### src/rtl/dbg_acc_pkg.sv
package dbg_acc_pkg;

  localparam int CTRL_W = 32;
  localparam int CNT_W  = 14;

  // Register selected by the code in bits [7:1]; bit 0 means write.
  localparam logic [6:0] CODE_CTRL = 7'h07;
  localparam logic [6:0] CODE_ADDR = 7'h09;
  localparam logic [6:0] CODE_DATA = 7'h0A;

  typedef enum logic [1:0] {
    REG_NONE,
    REG_CTRL,
    REG_ADDR,
    REG_DATA
  } reg_sel_e;

  typedef struct packed {
    logic             start;
    logic             dir_wr;
    logic [2:0]       size;
    logic [2:0]       map;
    logic [1:0]       prio;
    logic [5:0]       rsvd;
    logic [CNT_W-1:0] cnt;
    logic             err;
    logic             dv;
  } ctrl_t;

  function automatic reg_sel_e decode_sel(input logic [7:0] code);
    case (code[7:1])
      CODE_CTRL: return REG_CTRL;
      CODE_ADDR: return REG_ADDR;
      CODE_DATA: return REG_DATA;
      default:   return REG_NONE;
    endcase
  endfunction

endpackage

### src/rtl/dbg_acc_scan.sv
module dbg_acc_scan
  import dbg_acc_pkg::*;
#(
  parameter int SEL_W  = 8,
  parameter int DATA_W = 32
) (
  input  logic              clk,
  input  logic              rst,
  input  logic              access_en,
  input  logic              capture_dr,
  input  logic              shift_dr,
  input  logic              update_dr,
  input  logic              tdi,
  input  logic [DATA_W-1:0] cap_val,
  output logic              tdo,
  output reg_sel_e          sel,
  output logic              wr_pulse,
  output logic              rd_pulse,
  output logic [DATA_W-1:0] wr_data
);

  logic              phase_data;
  logic [SEL_W-1:0]  code_q;
  logic [DATA_W-1:0] sr;

  assign sel = decode_sel(code_q);
  assign tdo = sr[0];

  always_ff @(posedge clk) begin
    if (rst) begin
      phase_data <= 1'b0;
      code_q     <= '0;
      sr         <= '0;
      wr_pulse   <= 1'b0;
      rd_pulse   <= 1'b0;
      wr_data    <= '0;
    end else begin
      wr_pulse <= 1'b0;
      rd_pulse <= 1'b0;
      if (access_en) begin
        if (capture_dr) begin
          if (!phase_data || sel == REG_NONE) begin
            sr <= '0;
          end else begin
            sr <= cap_val;
            rd_pulse <= ~code_q[0];
          end
        end else if (shift_dr) begin
          if (!phase_data) begin
            sr[SEL_W-1:0] <= {tdi, sr[SEL_W-1:1]};
          end else if (sel == REG_NONE) begin
            sr[0] <= tdi;
          end else begin
            sr <= {tdi, sr[DATA_W-1:1]};
          end
        end else if (update_dr) begin
          if (!phase_data) begin
            code_q     <= sr[SEL_W-1:0];
            phase_data <= 1'b1;
          end else begin
            phase_data <= 1'b0;
            if (sel != REG_NONE && code_q[0]) begin
              wr_pulse <= 1'b1;
              wr_data  <= sr;
            end
          end
        end
      end
    end
  end

endmodule

### src/rtl/dbg_acc_engine.sv
module dbg_acc_engine
  import dbg_acc_pkg::*;
#(
  parameter int ADDR_W = 32,
  parameter int DATA_W = 32
) (
  input  logic              clk,
  input  logic              rst,
  input  reg_sel_e          sel,
  input  logic              wr_pulse,
  input  logic              rd_pulse,
  input  logic [DATA_W-1:0] wr_data,
  output ctrl_t             ctrl_q,
  output logic [ADDR_W-1:0] addr_q,
  output logic [DATA_W-1:0] data_q,
  output logic              bus_req,
  output logic              bus_we,
  output logic [ADDR_W-1:0] bus_addr,
  output logic [1:0]        bus_size,
  output logic [DATA_W-1:0] bus_wdata,
  input  logic [DATA_W-1:0] bus_rdata,
  input  logic              bus_ready,
  input  logic              bus_err
);

  ctrl_t             wr_ctrl;
  logic [ADDR_W-1:0] step;
  logic              last_beat;

  assign wr_ctrl   = ctrl_t'(wr_data[CTRL_W-1:0]);
  assign last_beat = (ctrl_q.cnt <= CNT_W'(1));

  always_comb begin
    step = ADDR_W'(1) << ctrl_q.size[1:0];
  end

  always_ff @(posedge clk) begin
    if (rst) begin
      ctrl_q    <= '0;
      addr_q    <= '0;
      data_q    <= '0;
      bus_req   <= 1'b0;
      bus_we    <= 1'b0;
      bus_addr  <= '0;
      bus_size  <= '0;
      bus_wdata <= '0;
    end else if (bus_req) begin
      if (bus_ready) begin
        bus_req <= 1'b0;
        if (bus_err) begin
          ctrl_q.err   <= 1'b1;
          ctrl_q.start <= 1'b0;
          ctrl_q.cnt   <= '0;
        end else begin
          addr_q     <= addr_q + step;
          ctrl_q.cnt <= (ctrl_q.cnt == '0) ? '0 : ctrl_q.cnt - CNT_W'(1);
          if (last_beat) ctrl_q.start <= 1'b0;
          if (!bus_we) begin
            data_q    <= bus_rdata;
            ctrl_q.dv <= 1'b1;
          end
        end
      end
    end else if (wr_pulse) begin
      case (sel)
        REG_CTRL: begin
          ctrl_q.start  <= wr_ctrl.start;
          ctrl_q.dir_wr <= wr_ctrl.dir_wr;
          ctrl_q.size   <= wr_ctrl.size;
          ctrl_q.map    <= wr_ctrl.map;
          ctrl_q.prio   <= wr_ctrl.prio;
          ctrl_q.cnt    <= wr_ctrl.cnt;
          if (wr_ctrl.start) ctrl_q.err <= 1'b0;
          if (wr_ctrl.start && !wr_ctrl.dir_wr) begin
            bus_req  <= 1'b1;
            bus_we   <= 1'b0;
            bus_addr <= addr_q;
            bus_size <= wr_ctrl.size[1:0];
          end
        end
        REG_ADDR: addr_q <= ADDR_W'(wr_data);
        REG_DATA: begin
          data_q <= wr_data;
          if (ctrl_q.start && ctrl_q.dir_wr) begin
            bus_req   <= 1'b1;
            bus_we    <= 1'b1;
            bus_addr  <= addr_q;
            bus_size  <= ctrl_q.size[1:0];
            bus_wdata <= wr_data;
          end
        end
        default: ;
      endcase
    end else if (rd_pulse && sel == REG_DATA) begin
      ctrl_q.dv <= 1'b0;
      if (ctrl_q.start && !ctrl_q.dir_wr) begin
        bus_req  <= 1'b1;
        bus_we   <= 1'b0;
        bus_addr <= addr_q;
        bus_size <= ctrl_q.size[1:0];
      end
    end
  end

endmodule

### src/rtl/dbg_acc_top.sv
module dbg_acc_top
  import dbg_acc_pkg::*;
#(
  parameter int SEL_W  = 8,
  parameter int ADDR_W = 32,
  parameter int DATA_W = 32
) (
  input  logic              clk,
  input  logic              rst,
  input  logic              access_en,
  input  logic              capture_dr,
  input  logic              shift_dr,
  input  logic              update_dr,
  input  logic              tdi,
  output logic              tdo,
  output logic              bus_req,
  output logic              bus_we,
  output logic [ADDR_W-1:0] bus_addr,
  output logic [1:0]        bus_size,
  output logic [DATA_W-1:0] bus_wdata,
  input  logic [DATA_W-1:0] bus_rdata,
  input  logic              bus_ready,
  input  logic              bus_err
);

  reg_sel_e          sel;
  logic              scan_wr;
  logic              scan_rd;
  logic [DATA_W-1:0] scan_data;
  logic [DATA_W-1:0] cap_val;
  ctrl_t             ctrl_q;
  logic [ADDR_W-1:0] addr_q;
  logic [DATA_W-1:0] data_q;
  logic              start_flag;
  logic              err_flag;
  logic              dv_flag;

  assign start_flag = ctrl_q.start;
  assign err_flag   = ctrl_q.err;
  assign dv_flag    = ctrl_q.dv;

  always_comb begin
    case (sel)
      REG_CTRL: cap_val = DATA_W'({ctrl_q.start, ctrl_q.dir_wr, ctrl_q.size, ctrl_q.map,
                                   ctrl_q.prio, 6'b0, ctrl_q.cnt, ctrl_q.err, ctrl_q.dv});
      REG_ADDR: cap_val = DATA_W'(addr_q);
      REG_DATA: cap_val = data_q;
      default:  cap_val = '0;
    endcase
  end

  dbg_acc_scan #(.SEL_W(SEL_W), .DATA_W(DATA_W)) scan_i (
    .clk(clk), .rst(rst), .access_en(access_en),
    .capture_dr(capture_dr), .shift_dr(shift_dr), .update_dr(update_dr),
    .tdi(tdi), .cap_val(cap_val), .tdo(tdo), .sel(sel),
    .wr_pulse(scan_wr), .rd_pulse(scan_rd), .wr_data(scan_data)
  );

  dbg_acc_engine #(.ADDR_W(ADDR_W), .DATA_W(DATA_W)) engine_i (
    .clk(clk), .rst(rst), .sel(sel),
    .wr_pulse(scan_wr), .rd_pulse(scan_rd), .wr_data(scan_data),
    .ctrl_q(ctrl_q), .addr_q(addr_q), .data_q(data_q),
    .bus_req(bus_req), .bus_we(bus_we), .bus_addr(bus_addr),
    .bus_size(bus_size), .bus_wdata(bus_wdata), .bus_rdata(bus_rdata),
    .bus_ready(bus_ready), .bus_err(bus_err)
  );

endmodule

### config.mk
export PLATFORM = sky130hd
export DESIGN_NAME = dbg_acc_top
export DESIGN_NICKNAME = d
export VERILOG_FILES = /design/src/rtl/dbg_acc_pkg.sv /design/src/rtl/dbg_acc_scan.sv /design/src/rtl/dbg_acc_engine.sv /design/src/rtl/dbg_acc_top.sv
export SDC_FILE = /design/constraint.sdc
export NUM_CORES = 1
export LEC_CHECK = 0
export BUFFER_PORTS_ARGS = -buffer_cell sky130_fd_sc_hd__buf_2
export CAP_MARGIN = 0
export CORE_MARGIN = 5
export CORE_UTILIZATION = 30
export CTS_BUF_LIST = sky130_fd_sc_hd__clkbuf_4
export DETAILED_ROUTE_END_ITERATION = 6
export PLACE_DENSITY = 0.49
export SYNTH_ARGS = -nofsm -noshare
export SYNTH_HDL_FRONTEND = slang
export SYNTH_SLANG_ARGS = --single-unit
### constraint.sdc
create_clock -name clk -period 4.7 [get_ports clk]
set_input_delay 0.94 -clock clk [delete_from_list [all_inputs] [get_ports clk]]
set_output_delay 0.94 -clock clk [all_outputs]
set_load 0.03 [all_outputs]
======== Word-level counts from Yosys, hierarchy flattened ========
Cells that the tools add are included.
operators by class
  reduce and logical (&&, ||, !) cells .... 39
  add/subtract/negate cells ............... 2
  mux-type cells .......................... 66
  order comparisons ....................... 1
  equal/unequal tests ..................... 17
  shift-type cells ........................ 1
  bitwise operators ....................... 7
operator list
  cell                     number
  $mux W32                 19
  $pmux W32 S3             1
  $pmux W32 S2             1
  $add A32 B32 Y32         1
  $mux W16                 2
  $shl A1 B2 Y32 const A   1
  $mux W31                 1
  $mux W15                 2
  $mux W14                 2
  $mux W1                  25
  $mux W24                 1
  $reduce_bool A2 Y1       11
  $mux W10                 2
  $reduce_and A4 Y1        5
  $reduce_and A5 Y1        4
  $eq A7 B4 Y1 const B     2
  $le A14 B1 Y1 const B    1
  $logic_not A14 Y1        1
  $sub A14 B1 Y14 const B  1
  $reduce_and A6 Y1        2
  $mux W2                  5
  $ne A2 B2 Y1 const B     5
  $reduce_and A3 Y1        3
  $mux W8                  1
  other kinds (18)         34
storage, ports and cells
  word-level logic and storage cells ...... 156
  output and inout bits ................... 69
  bits of input ports ..................... 41
  flip-flop bits (word level) ............. 233

======== Longest topological paths before layout ========
  word-level depth ........................ 7
  depth in mapped cells ................... 10
  gate-level depth less buffers ........... 9

======== Modules after synthesis ========
A second synthesis with hierarchy kept.
second synthesis, totals
  cells, all modules ...................... 1385
  area total of the unflattened synthesis .. 12011.5 um^2
modules (own cells, without submodules)
  module          instances  cells each  sequential area each (um^2)  area each (um^2)
  dbg_acc_engine  1          909         3163.0                       7505.9
  dbg_acc_scan    1          400         1501.4                       3662.3
  dbg_acc_top     1          76          0.0                          843.3

======== Worst setup path before layout ========
Ideal clock, no wire load.
  path kind ............................... input to register
  from .................................... input port bus_err
  to ...................................... register engine_i.addr_q[24]
  required time ........................... 4.638 ns
  path slack .............................. 2.134 ns
  stages on the path ...................... 7
  arrival time ............................ 2.504 ns
  buffers on the path ..................... 2
  path through ............................ nand3b_1 > and2_1 > clkbuf_8 > or2_4 > clkbuf_8 > or4_1 > nand3_1
on the way
  word-level cells in the longest chain between the ends .. 2
RTL lines
  element                             RTL line              text
  start, declared                     dbg_acc_top.sv:23     input logic bus_err
  $ne A2 B2 Y1 (no source line)       n/a
  $reduce_and A4 Y1 (no source line)  n/a
  end signal, assigned                dbg_acc_engine.sv:55  addr_q <= addr_q + step;
  end signal, assigned                dbg_acc_engine.sv:81  REG_ADDR: addr_q <= ADDR_W'(wr_data);
  end, declared                       dbg_acc_engine.sv:14  output logic [ADDR_W-1:0] addr_q,
Every way passes these cells.
A chain may end at the register's enable or synchronous reset.

======== Worst setup path after layout ========
  from .................................... register engine_i.bus_req
  to ...................................... output port bus_req
RTL lines
  element                 RTL line              text
  start, declared         dbg_acc_engine.sv:16  output logic bus_req,
  start signal, assigned  dbg_acc_engine.sv:42  bus_req <= 1'b0;
  start signal, assigned  dbg_acc_engine.sv:49  bus_req <= 1'b0;
  start signal, assigned  dbg_acc_engine.sv:75  bus_req <= 1'b1;
  end, declared           dbg_acc_top.sv:16     output logic bus_req,
No word-level cell between the ends.

==> summary.txt <==
H-tree depth: 3
DRT iter0 DRCs: 1,207
max incr delay on CP: 0.92 ns
initial antenna violation count: 4
DR DRC count: 1
Yosys Warn Count: 0
via/cell ratio: 5.626
post-DR wirelength/cell: 20.93 µm
Synth Flop Type: dfxtp_1
failing checks: DRC
register area share after synthesis: 0.4174
end of the worst hold path: scan_i.wr_data[8]
Port Buffers: 109
die width: 203.0 µm
Die ar.: 41,210 µm²
WP data arrival: 2.63 ns
#FFs+latches synth: 233
Fin Setup TNS: 0 ns
Slew @ Worst Pin: 1.293 ns
R2R Path End: engine_i.data_q[5]
Synth Cell Area: 11,180 µm²
TritonCTS Buffers: 69
Site Rows: 70
grt ovf: 0
vias in the first global route: 10,265
Max Cap Viol: 0
CP max FO: 69
Period minus WS final: 3.566 ns
Worst Skew: 0.04372 ns
setup bufs post-CTS: 0
Top-Level Pins: 110
Peak VDD IR: 0.1042 mV
Initial Util: 0.3045
CTS max path bufs: 3
Max-slew headroom: 0.1307
Worst R2R Path Depth: 6
Non-Filler Instances: 1,968
hold path cells: 2
Pins Over Slew Limit: 0
Sink Count: 233
Clk Tree Root Cell: clkbuf_4
hpwl dp: 28.03 mm
EDFF count, synth: 0
slowest CP cell: dfxtp_4
final wirelength: 41.19 mm
Synth top cells by count: dfxtp_1 (233), nand2_1 (191), a21oi_1 (150)
vias: 11,072
layout cells sized above 1: 0.1782
worst hold start: scan_i.sr[8]
core box area: 36,700 µm²
GRT Total Usage: 0.1903
synthesized instance count: 1,379
Die Height: 203.0 µm
number of fill cells: 3,894
period utilization: 0.7587
Peak Freq: 280.5 MHz
post-synth cell types: 81
Antenna Violating Nets Remaining: 0
Final #Nets: 1,499
share of the synthesized area in the top cell type: 0.4174
largest net degree at the start of global routing: 75
syn_area_per_cell: 8.104 µm²
cts hold-fix bufs: 0
first-pass GRT wire length: 62.60 mm
total power: 4.057 mW
FF-to-FF setup slack: 1.59 ns
Resize count post-CTS: 0
final core occ: 0.3482
GP Congestion: 0.8544
TritonRoute pass-1 iters: 7
worst path cell trace: buf_4, buf_2
most common cell in the synthesized netlist: dfxtp_1
Area Growth Syn to Fin: 14.35%
RR Startpoint: engine_i.bus_req
leakage: 4.275 nW
dpl cells: 1,848
Cell Pwr Density: 317.5 nW/µm²
CP Launch Type: flop
Worst Setup SP: engine_i.bus_req
unrepaired setup endpoints after global routing: no
crit path capture type: output port
critical path type: reg2out
Syn Nets: 1,427
Req. time, crit path: 3.76 ns
Fin. Hold Viols: 0
status: finished, violations left
Clk pin slew, worst setup/hold paths: 0.06 ns
TritonCTS clock tree: yes
fraction of registers with async set/reset: 0
Worst Hold Class: reg2reg
Area contributors post-synth: dfxtp_1 (42%), a21oi_1 (6.7%), nand2_1 (6.4%)
worst skew pair latency: 0.70 ns
# setup viols final: 0
top cell type by total area after synthesis: dfxtp_1
sequential cells by signal (all words and copies together) (netlist names):
register	cells
engine_i.addr_q	32
engine_i.bus_addr	32
engine_i.bus_req	1
engine_i.bus_size	2
engine_i.bus_wdata	32
engine_i.bus_we	1
engine_i.ctrl_q	26
engine_i.data_q	32
scan_i.code_q	8
scan_i.phase_data	1
scan_i.rd_pulse	1
scan_i.sr	32
scan_i.wr_data	32
scan_i.wr_pulse	1
power by group:
group / internal (mW) / switching (mW) / leakage, nW / total [mW]
Clock: 1.01 / 0.924 / 0.504 / 1.93
Combinational: 0.0395 / 0.0851 / 1.89 / 0.125
Sequential: 1.99 / 0.0142 / 1.88 / 2.00
Total: 3.03 / 1.02 / 4.27 / 4.06
stage by stage:
step | setup WS, ns | hold slack [ns] | instance area, µm²
floorplan | 2.134 | 0.4358 | 11180
global placement | 1.611 | 0.4412 | 11930
detailed placement | 1.550 | 0.4483 | 11930
CTS | 1.060 | 0.4549 | 12770
global route | 0.9626 | 0.4677 | 12780
finish | 1.134 | 0.4523 | 12780
cell type report:
type                       instances  area (µm²)  share of cell area
clock buffer                      97       728.2             0.05698
inverter                          23       86.33            0.006755
sequential                       233        4668              0.3653
timing repair buffer             132       724.4             0.05669
tap                              468       585.6             0.04582
multi-input combinational        992        5868              0.4592
antenna                            2       5.005           0.0003916
clock inverter                    21       113.9            0.008909
critical path: cells and delay by family (launching register included):
| kind | cells | cell delay (ns) |
|---|---|---|
| buffers and inverters | 2 | 0.99 |
| DFF | 1 | 0.92 |
logic make-up (layout without fill, tap and decap cells):
group                      count (synthesis)  in the layout  share of synthesized area
and+or+nand+nor                          527            527                     0.2273
other                                      0              2                          0
buffers and inverters                    154            273                    0.05978
DFF                                      233            233                     0.4174
muxes                                     39             39                    0.03527
xor gates and xnor gates                   4              4                   0.003134
AOI/OAI and AO/OA                        415            415                     0.2487
adders and majority gates                  7              7                   0.008509
routing by layer:
metal  up-vias  routed length, µm  global-route usage
met2       480              16590              0.2613
met5         -                 39                   0
li1       5288                  -                   -
met1      5240              20170              0.2892
met3        58               3695             0.05319
met4         6                690             0.05155
how the worst max path moves through the flow:
stage / end / cells past startpoint
6_report: bus_req / 2
5_1_grt: bus_req / 2
4_1_cts: bus_req / 2
3_5_place_dp: engine_i.addr_q[14] / 6
3_3_place_gp: engine_i.addr_q[14] / 6
2_1_floorplan: engine_i.addr_q[24] / 7
layout by cell type (no fill, tap or decap), drive strengths merged, types with 4 or more instances in the layout:
cell,count
a211oi,65
a21o,5
a21oi,150
a221oi,9
a222oi,26
a22oi,9
a311oi,4
a31oi,16
and2,6
and3,8
buf,132
clkbuf,97
clkinv,17
dfxtp,233
ha,6
inv,25
mux2i,36
nand2,191
nand2b,6
nand3,20
nand4,47
nor2,126
nor2b,19
nor3,52
nor4,19
o211ai,6
o21a,4
o21ai,34
o22ai,8
o2bb2ai,5
o31a,4
o31ai,36
o32ai,6
or3,5
or4,9
xnor2,4
Power figures use the tool's default switching activity.
